[config.mk]
export PLATFORM = sky130hd
export DESIGN_NAME = xcv_bus_transceiver
export DESIGN_NICKNAME = d
export VERILOG_FILES = /design/src/rtl/xcv_pkg.sv /design/src/rtl/xcv_rise_detect.sv /design/src/rtl/xcv_store.sv /design/src/rtl/xcv_lane.sv /design/src/rtl/xcv_bus_transceiver.sv
export SDC_FILE = /design/constraint.sdc
export NUM_CORES = 1
export LEC_CHECK = 0
export ABC_CLOCK_PERIOD_IN_PS = 1500
export BUFFER_PORTS_ARGS = -buffer_cell sky130_fd_sc_hd__buf_2
export CAP_MARGIN = 10
export CORE_MARGIN = 10
export CORE_UTILIZATION = 30
export DETAILED_ROUTE_END_ITERATION = 8
export GPL_TIMING_DRIVEN = 0
export PLACE_DENSITY_LB_ADDON = 0.05
export REMOVE_ABC_BUFFERS = 1
export SLEW_MARGIN = 30
export SYNTH_ARGS = -nofsm -noshare
export SYNTH_HDL_FRONTEND = slang
export SYNTH_HIERARCHICAL = 1
export SYNTH_SLANG_ARGS = --single-unit
[constraint.sdc]
create_clock -name clk -period 1.5 [get_ports clk]
set_input_delay 0.075 -clock clk [delete_from_list [all_inputs] [get_ports clk]]
set_output_delay 0.075 -clock clk [all_outputs]
set_load 0.02 [all_outputs]
[src/rtl/xcv_pkg.sv]
package xcv_pkg;
  localparam int unsigned XCV_WIDTH = 18;

  typedef enum logic [1:0] {
    XCV_PASS    = 2'd0,
    XCV_HOLD    = 2'd1,
    XCV_CAPTURE = 2'd2
  } xcv_mode_e;
endpackage

[src/rtl/xcv_rise_detect.sv]
module xcv_rise_detect #(
  parameter bit IDLE_LEVEL = 1'b1
) (
  input  logic clk,
  input  logic rst_n,
  input  logic level,
  output logic rise
);
  logic level_q;

  // Resetting to 1 means a strobe already high at release is not a rise.
  always_ff @(posedge clk or negedge rst_n) begin
    if (!rst_n) level_q <= IDLE_LEVEL;
    else        level_q <= level;
  end

  assign rise = level & ~level_q;
endmodule

[src/rtl/xcv_store.sv]
module xcv_store
  import xcv_pkg::*;
#(
  parameter int unsigned WIDTH = XCV_WIDTH
) (
  input  logic             clk,
  input  logic             rst_n,
  input  logic             pass,
  input  logic             rise,
  input  logic [WIDTH-1:0] d,
  output logic [WIDTH-1:0] q,
  output xcv_mode_e        mode
);
  always_comb begin
    if (pass)      mode = XCV_PASS;
    else if (rise) mode = XCV_CAPTURE;
    else           mode = XCV_HOLD;
  end

  // Tracking the input while passing leaves the last passed word stored when pass falls.
  always_ff @(posedge clk or negedge rst_n) begin
    if (!rst_n)                q <= '0;
    else if (mode != XCV_HOLD) q <= d;
  end
endmodule

[src/rtl/xcv_lane.sv]
module xcv_lane
  import xcv_pkg::*;
#(
  parameter int unsigned WIDTH         = XCV_WIDTH,
  parameter bit          OE_ACTIVE_LOW = 1'b0
) (
  input  logic             clk,
  input  logic             rst_n,
  input  logic             pass,
  input  logic             strobe,
  input  logic             drive_req,
  input  logic [WIDTH-1:0] d,
  output logic [WIDTH-1:0] q,
  output logic             oe
);
  logic             rise;
  logic [WIDTH-1:0] stored;
  xcv_mode_e        mode;
  logic             drive_act;

  xcv_rise_detect #(.IDLE_LEVEL(1'b1)) u_rise (
    .clk   (clk),
    .rst_n (rst_n),
    .level (strobe),
    .rise  (rise)
  );

  xcv_store #(.WIDTH(WIDTH)) u_store (
    .clk   (clk),
    .rst_n (rst_n),
    .pass  (pass),
    .rise  (rise),
    .d     (d),
    .q     (stored),
    .mode  (mode)
  );

  // The pass path bypasses the register, so pass-through adds no cycle of delay.
  assign q = (mode == XCV_PASS) ? d : stored;

  generate
    if (OE_ACTIVE_LOW) begin : g_oe_low
      assign drive_act = ~drive_req;
    end else begin : g_oe_high
      assign drive_act = drive_req;
    end
  endgenerate

  assign oe = rst_n & drive_act;
endmodule

[src/rtl/xcv_bus_transceiver.sv]
module xcv_bus_transceiver
  import xcv_pkg::*;
#(
  parameter int unsigned WIDTH = XCV_WIDTH
) (
  input  logic             clk,
  input  logic             rst_n,
  input  logic [WIDTH-1:0] a_in,
  output logic [WIDTH-1:0] a_out,
  output logic             a_oe,
  input  logic [WIDTH-1:0] b_in,
  output logic [WIDTH-1:0] b_out,
  output logic             b_oe,
  input  logic             ab_pass,
  input  logic             ab_strobe,
  input  logic             ab_drive,
  input  logic             ba_pass,
  input  logic             ba_strobe,
  input  logic             ba_drive_n,
  output logic             contention
);
  localparam int unsigned NDIR = 2;  // index 0: A to B, index 1: B to A

  logic [NDIR-1:0][WIDTH-1:0] src;
  logic [NDIR-1:0][WIDTH-1:0] dst;
  logic [NDIR-1:0]            pass_v;
  logic [NDIR-1:0]            strobe_v;
  logic [NDIR-1:0]            drive_v;
  logic [NDIR-1:0]            oe_v;

  assign src      = {b_in, a_in};
  assign pass_v   = {ba_pass, ab_pass};
  assign strobe_v = {ba_strobe, ab_strobe};
  assign drive_v  = {ba_drive_n, ab_drive};

  for (genvar g = 0; g < NDIR; g++) begin : g_dir
    xcv_lane #(
      .WIDTH         (WIDTH),
      .OE_ACTIVE_LOW (g == 1)
    ) u_lane (
      .clk       (clk),
      .rst_n     (rst_n),
      .pass      (pass_v[g]),
      .strobe    (strobe_v[g]),
      .drive_req (drive_v[g]),
      .d         (src[g]),
      .q         (dst[g]),
      .oe        (oe_v[g])
    );
  end

  assign b_out      = dst[0];
  assign b_oe       = oe_v[0];
  assign a_out      = dst[1];
  assign a_oe       = oe_v[1];
  assign contention = &oe_v;
endmodule

==> metrics.yaml, run 1 <==
yosys:
  synth_area_leader_cell: "dfrtp_1"
  yosysMostFrequentCell: "mux2_4"
  synth_area_leaders: "dfrtp_1 (43%), mux2_4 (27%), mux2_2 (18%)"
  synth_top_family_by_area: "multiplexers"
  synth_commonest_cells: "mux2_4 (38), dfrtp_1 (36), mux2_2 (34)"
  yosys_warnings: 6
  syn-cell-area_um2: 2091
  synthArstFlopShare: 1.000
  synth_compound_area_frac: 0
  syn_avg_cell_area_um2: 16.73
  yosys.area_share.simple: 0.04967
  ys_seq_area_frac: 0.4560
  synth-seq-cells: 38
  synthMuxAreaShare: 0.4560
  synthFlopType: "dfrtp_1"
  synth_cell_type_count: 9
  synth-xor-area-share: 0
  synth_fa_ha_area_frac: 0
  synth_top_cell_area_share: 0.4309
  synth-edff-count: 0
  netlist_instances: 125
critical_path:
  crit_family: "flip-flops"
  startpoint: "g_dir[1].u_lane/u_rise/level_q$_DFF_PN1_"
  cp_cell_sequence: "nor2b_4, nor2b_4, nor2_4, buf_12, mux2_2, buf_2"
  crit_required_ns: 1.42
  cpPeakStageDelay_ns: 0.55
  criticalPathCategory: "flop to output port"
  cp-end-kind: "output port"
  worstPathMaxFanout: 14
  crit_path_top_delay_cell: "dfstp_2"
  r2r_start: "g_dir[1].u_lane/u_rise/level_q$_DFF_PN1_"
  arrival_ns: 1.80
  crit_buf_inv: 2
  critPathLaunchType: "flop"
  crit_top_cell: "nor2b_4"
run:
  drv_cap: 0
floorplan:
  die_y_um: 103.5
  die_area_um2: 10710
  rows: 30
  die_w_um: 103.5
  start_util: 0.3077
  core_area_um2: 6794
  io_pins: 83
status:
  violations: "negative hold slack, negative setup slack"
  outcome: "finished, violations left"
final_layout:
  fillerInstances: 632
  nNetsFinal: 268
  instances_no_fill: 321
  syn_to_final_growth_pct: 49.01
  antennaDiodeCount: 0
  drive_gt1_frac: 0.8178
global_routing:
  overflow: 0
  grt_start_max_net_pins: 41
  grt_antenna_before_repair: 0
  grt_usage: 0.09975
  grt_pass1_wl_um: 8266
  grt_pass1_vias: 1620
route:
  ant_nets: 0
  num_vias: 1395
  firstDrtPassIters: 4
  drc: 0
  via_per_inst: 4.346
  wl_um: 5320
  post_drt_wl_per_cell_um: 16.57
  drt-initial-drc-count: 37
sta:
  holdWs_ns: -0.2372
  fmaxAchievable_ghz: 0.5333
  rsz0062_at_grt: "yes"
  worst_slack_ns: -0.3750
  finalMaxSlewViolations: 0
  relSlewSlack: 0.6498
  hold_viol_final: 36
  post-route-min-period_ns: 1.875
  fin_setup_tns_ns: -13.44
  fin_crit_sh: 1.250
  setup_viol: 54
  tightest_slew_ns: 0.5253
  fin_worst_skew_ns: 0.01445
clock_tree:
  clock_path_buffers: 2
  cts_tree: "yes"
  htreeDepth: 2
  cts_buffers: 5
  insertion_delay_ns: 0.29
  cts-hold-fix-buffers: 2
  cts-root-buf: "clkbuf_8"
  clk_pin_slew_ns: 0.08
  clock_sinks: 38
hold_path:
  hp-class: "primary input to async pin"
place:
  io_buffers: 82
  place.gp.congestion: 0.6704
  dp.cells: 299
  preCtsSetupSlack_ns: -0.5439
  place_hpwl_um: 3688
power:
  power_per_cell_area_nw_per_um2: 940.3
  irDropWorstVdd_uv: 414.3
  leakage_nw: 1.522
  finalPower_mw: 2.929
[through the flow]
step | utilization | hold slack (ns) | cell area [um2]
5_1_grt | 0.4586 | -0.2026 | 3115
3_5_place_dp | 0.3740 | 0.1996 | 2541
2_1_floorplan | - | -0.2206 | 2011
3_3_place_gp | 0.3740 | 0.1946 | 2541
6_report | 0.4586 | -0.2372 | 3115
4_1_cts | 0.4481 | -0.05417 | 3044
[area by class of cell]
cell class                 instances  area (um2)  area share
clock buffer                       6       82.58     0.02651
clock inverter                     2       12.51    0.004016
multi-input combinational         83        1114      0.3574
sequential                        38       953.4      0.3060
tap                               96       120.1     0.03855
timing repair buffer              96       833.3      0.2675
[path summary, 6_finish.rpt]
kind	to	slack, ns	cells after the start
worst max-delay path	a_out[3]	-0.37	6
worst min-delay path	g_dir[0].u_lane/u_store/q[12]$_DFFE_PN0P_	-0.24	1
worst max register to register	g_dir[1].u_lane/u_store/q[15]$_DFFE_PN0P_	-0.13	7
worst min register to register	g_dir[1].u_lane/u_store/q[4]$_DFFE_PN0P_	0.51	1
max in group asynchronous	g_dir[1].u_lane/u_rise/level_q$_DFF_PN1_	1.36	1
min in group clk	g_dir[0].u_lane/u_store/q[1]$_DFFE_PN0P_	0.02	2
[state kept, by name (all words and copies together), names as in the netlist]
name,cells
g_dir.u_lane/u_store/q,36
g_dir.u_lane/u_rise/level_q,2
[kinds of logic (layout without fill, tap and decap cells)]
group,count (synthesis),in the layout
muxes,72,72
buffers and inverters,4,104
and+or+nand+nor,11,11
DFF,38,38
[power by group]
| group | switching, mW | internal [mW] |
|---|---|---|
| combinational | 0.422 | 0.594 |
| sequential | 0.0543 | 1.13 |
| clock | 0.363 | 0.370 |
[metal layers]
metal / share of wire / GRT usage / vias to the layer above
met5: 0 / 0 / -
met4: 0.0036 / 0.02567 / 0
met3: 0.089 / 0.04252 / 2
met2: 0.53 / 0.1745 / 43
met1: 0.38 / 0.1083 / 703
li1: - / - / 647
[layout by cell type (no fill, tap or decap), drive strengths merged]
cell	instances
clkinvlp	1
clkbuf	7
nor2b	5
mux2	72
dfrtp	36
and2	2
nor2	4
clkinv	1
dfstp	2
dlygate4sd3	2
buf	93
[repair_timing]
| item | in CTS | in global routing |
|---|---|---|
| hold endpoints to repair | 38 | 36 |
| cloned | 2 | 1 |
| endpoints found under the setup margin | 72 | 54 |
| gates resized for setup | 72 | 17 |
| buffers inserted | 10 | 1 |
| pin swaps | 4 | 0 |
No activity file was read; power rests on OpenSTA's default activity.
==> run 2: changes to the inputs <==
- PLACE_DENSITY_LB_ADDON: 0.05 -> 0.08
==> metrics.yaml, run 2 (synthesis gave the netlist of run 1 again) <==
place:
  placed_cell_area_um2: 2541  # unchanged
  preCtsSetupSlack_ns: -0.5568  # was -0.5439 ns
  io_buffers: 82  # unchanged
  dp.cells: 299  # unchanged
  place.gp.congestion: 0.6672  # was 0.6704
  place_hpwl_um: 3732  # was 3688 um
clock_tree:
  cts-root-buf: "clkbuf_8"  # unchanged
  clock_path_buffers: 2  # unchanged
  cts_buffers: 5  # unchanged
  cts-hold-fix-buffers: 2  # unchanged
  cts_tree: "yes"  # unchanged
  clk_pin_slew_ns: 0.07  # was 0.08 ns
  insertion_delay_ns: 0.28  # was 0.29 ns
  htreeDepth: 2  # unchanged
  clock_sinks: 38  # unchanged
power:
  power_frac_comb: 0.347  # about the same
  power.switching_mw: 0.8395  # was 0.8390 mW
  leakage_nw: 1.530  # was 1.522 nW
  p_sw_frac: 0.2864  # about the same
  power_per_cell_area_nw_per_um2: 953.8  # was 940.3 nW/um2
  intPower_mw: 2.091  # was 2.090 mW
  irDropWorstVdd_uv: 399.1  # was 414.3 uV
  clkPwrFrac: 0.250  # about the same
  finalPower_mw: 2.931  # was 2.929 mW
  seq_power_share: 0.404  # was 0.403
floorplan:
  rows: 30  # unchanged
  core_area_um2: 6794  # unchanged
  die_y_um: 103.5  # unchanged
  die_area_um2: 10710  # unchanged
  die_w_um: 103.5  # unchanged
  start_util: 0.3077  # unchanged
  io_pins: 83  # unchanged
final_layout:
  nNetsFinal: 264  # was 268
  stdcell_area_um2: 3073  # was 3115 um2
  largest_reg_flops: 36  # unchanged
  final_cell_mix: "mux2_4 (60), buf_2 (47), buf_6 (36), dfrtp_1 (36), mux2_2 (12)"  # was buf_2 (51), mux2_4 (49), dfrtp_1 (36)
  final_common_cell: "mux2_4"  # was buf_2
  largest-register: "g_dir.u_lane/u_store/q"  # unchanged
  syn_to_final_growth_pct: 46.98  # was 49.01%
  antennaDiodeCount: 0  # unchanged
  ff_latch_area_um2: 953.4  # unchanged
  largest_registers: "g_dir.u_lane/u_store/q x36, g_dir.u_lane/u_rise/level_q x2"  # unchanged
  final_util: 0.4523  # was 0.4586
  drive_gt1_frac: 0.8100  # was 0.8178
  instances_no_fill: 317  # was 321
  fillerInstances: 615  # was 632
  multi_input_comb_area_um2: 1155  # was 1114 um2
critical_path:
  crit_required_ns: 1.42  # about the same
  worstPathMaxFanout: 14  # unchanged
  cp_cell_sequence: "nor2b_4, nor2b_4, nor2_4, buf_12, mux2_2, buf_4"  # was nor2b_4, nor2b_4, nor2_4, buf_12, mux2_2, buf_2
  crit_top_cell: "nor2b_4"  # unchanged
  critPathLaunchType: "flop"  # unchanged
  crit_path_top_delay_cell: "dfstp_2"  # unchanged
  cpPeakStageDelay_ns: 0.54  # was 0.55 ns
  rr_worst_depth: 5  # was 7
  arrival_ns: 1.78  # was 1.80 ns
  criticalPathCategory: "flop to output port"  # unchanged
  cp-end-kind: "output port"  # unchanged
sta:
  fin_worst_skew_ns: 0.01043  # was 0.01445 ns
  hold_viol_final: 36  # unchanged
  rsz0062_at_grt: "yes"  # unchanged
  holdWs_ns: -0.2446  # was -0.2372 ns
  setup_viol: 36  # was 54
  worst_slack_ns: -0.3586  # was -0.3750 ns
  fmaxAchievable_ghz: 0.5380  # was 0.5333 GHz
  fin_setup_tns_ns: -11.72  # was -13.44 ns
  tightest_slew_ns: 0.5168  # was 0.5253 ns
  fin_crit_sh: 1.239  # was 1.250
  post-route-min-period_ns: 1.859  # was 1.875 ns
  finalMaxSlewViolations: 0  # unchanged
  relSlewSlack: 0.6555  # was 0.6498
route:
  ant_nets: 0  # unchanged
  num_vias: 1387  # was 1,395
  firstDrtPassIters: 2  # was 4
  post_drt_wl_per_cell_um: 16.71  # was 16.57 um
  drt-initial-drc-count: 28  # was 37
  drc: 0  # unchanged
  wl_um: 5296  # was 5320 um
  via_per_inst: 4.375  # was 4.346
status:
  violations: "negative hold slack, negative setup slack"  # unchanged
  outcome: "finished, violations left"  # unchanged
global_routing:
  grt_start_max_net_pins: 41  # unchanged
  grt_usage: 0.09860  # was 0.09975
  grt_antenna_before_repair: 0  # unchanged
  overflow: 0  # unchanged
  grt_pass1_wl_um: 8162  # was 8266 um
  grt_pass1_vias: 1582  # was 1,620
run:
  drv_cap: 0  # unchanged
hold_path:
  hp-class: "primary input to async pin"  # unchanged
==> run 2: changes by cell type in the layout (fill, tap and decap cells not counted), sizes merged <==
cell,change
buf,-3
clkinvlp,-1
==> run 2: cell type report <==
| class | count | area share |
|---|---|---|
| multi-input cells | 83 | 0.3758 |
| flip-flops and latches | 38 | 0.3103 |
| repair buffers | 92 | 0.2451 |
| well taps | 96 | 0.03909 |
| clock buffers | 7 | 0.02809 |
| clock inverters | 1 | 0.001629 |
==> run 2: power by group through the flow <==
| stage | Sequential (mW) | Combinational (mW) | Clock [mW] |
|---|---|---|---|
| finish | 1.18 | 1.02 | 0.732 |
| global route | 1.20 | 1.08 | 0.807 |
| CTS | 1.18 | 0.985 | 0.765 |
| detailed placement | 1.20 | 0.777 | 0 |
| global placement | 1.19 | 0.756 | 0 |
| floorplan | 1.18 | 0.531 | 0 |
==> run 2: critical path: cells and delay by family (launching register included) <==
family	cells	cell delay, ns
buffers and inverters	2	0.33
flip-flops	1	0.54
multiplexers	1	0.34
AND/OR/NAND/NOR	3	0.29
==> run 2: final timing paths <==
check                                                                from                                         to  slack, ns
worst min-delay path                                                rst_n   g_dir[0].u_lane/u_store/q[5]$_DFFE_PN0P_      -0.24
worst max register to register   g_dir[1].u_lane/u_rise/level_q$_DFF_PN1_  g_dir[1].u_lane/u_store/q[15]$_DFFE_PN0P_       0.03
min in group clk                                                 b_in[11]  g_dir[1].u_lane/u_store/q[11]$_DFFE_PN0P_       0.03
worst min register to register  g_dir[0].u_lane/u_store/q[17]$_DFFE_PN0P_  g_dir[0].u_lane/u_store/q[17]$_DFFE_PN0P_       0.51
worst max-delay path             g_dir[0].u_lane/u_rise/level_q$_DFF_PN1_                                   b_out[4]      -0.36
max in group asynchronous                                           rst_n   g_dir[1].u_lane/u_rise/level_q$_DFF_PN1_       1.37
==> run 2: repair_timing <==
item,4_1_cts,5_1_grt
pin swaps,4,1
setup endpoints to repair,72,54
cloned,1,0
resized for setup,71,33
setup buffers,8,1
endpoints found under the hold margin,38,36
==> run 2: per-layer routing <==
layer | track usage | up-vias | part of all wire
met5 | 0 | - | 0
met4 | 0.03209 | 0 | 0.0093
met3 | 0.02724 | 5 | 0.065
met2 | 0.1647 | 39 | 0.53
met1 | 0.1198 | 706 | 0.40
li1 | - | 637 | -
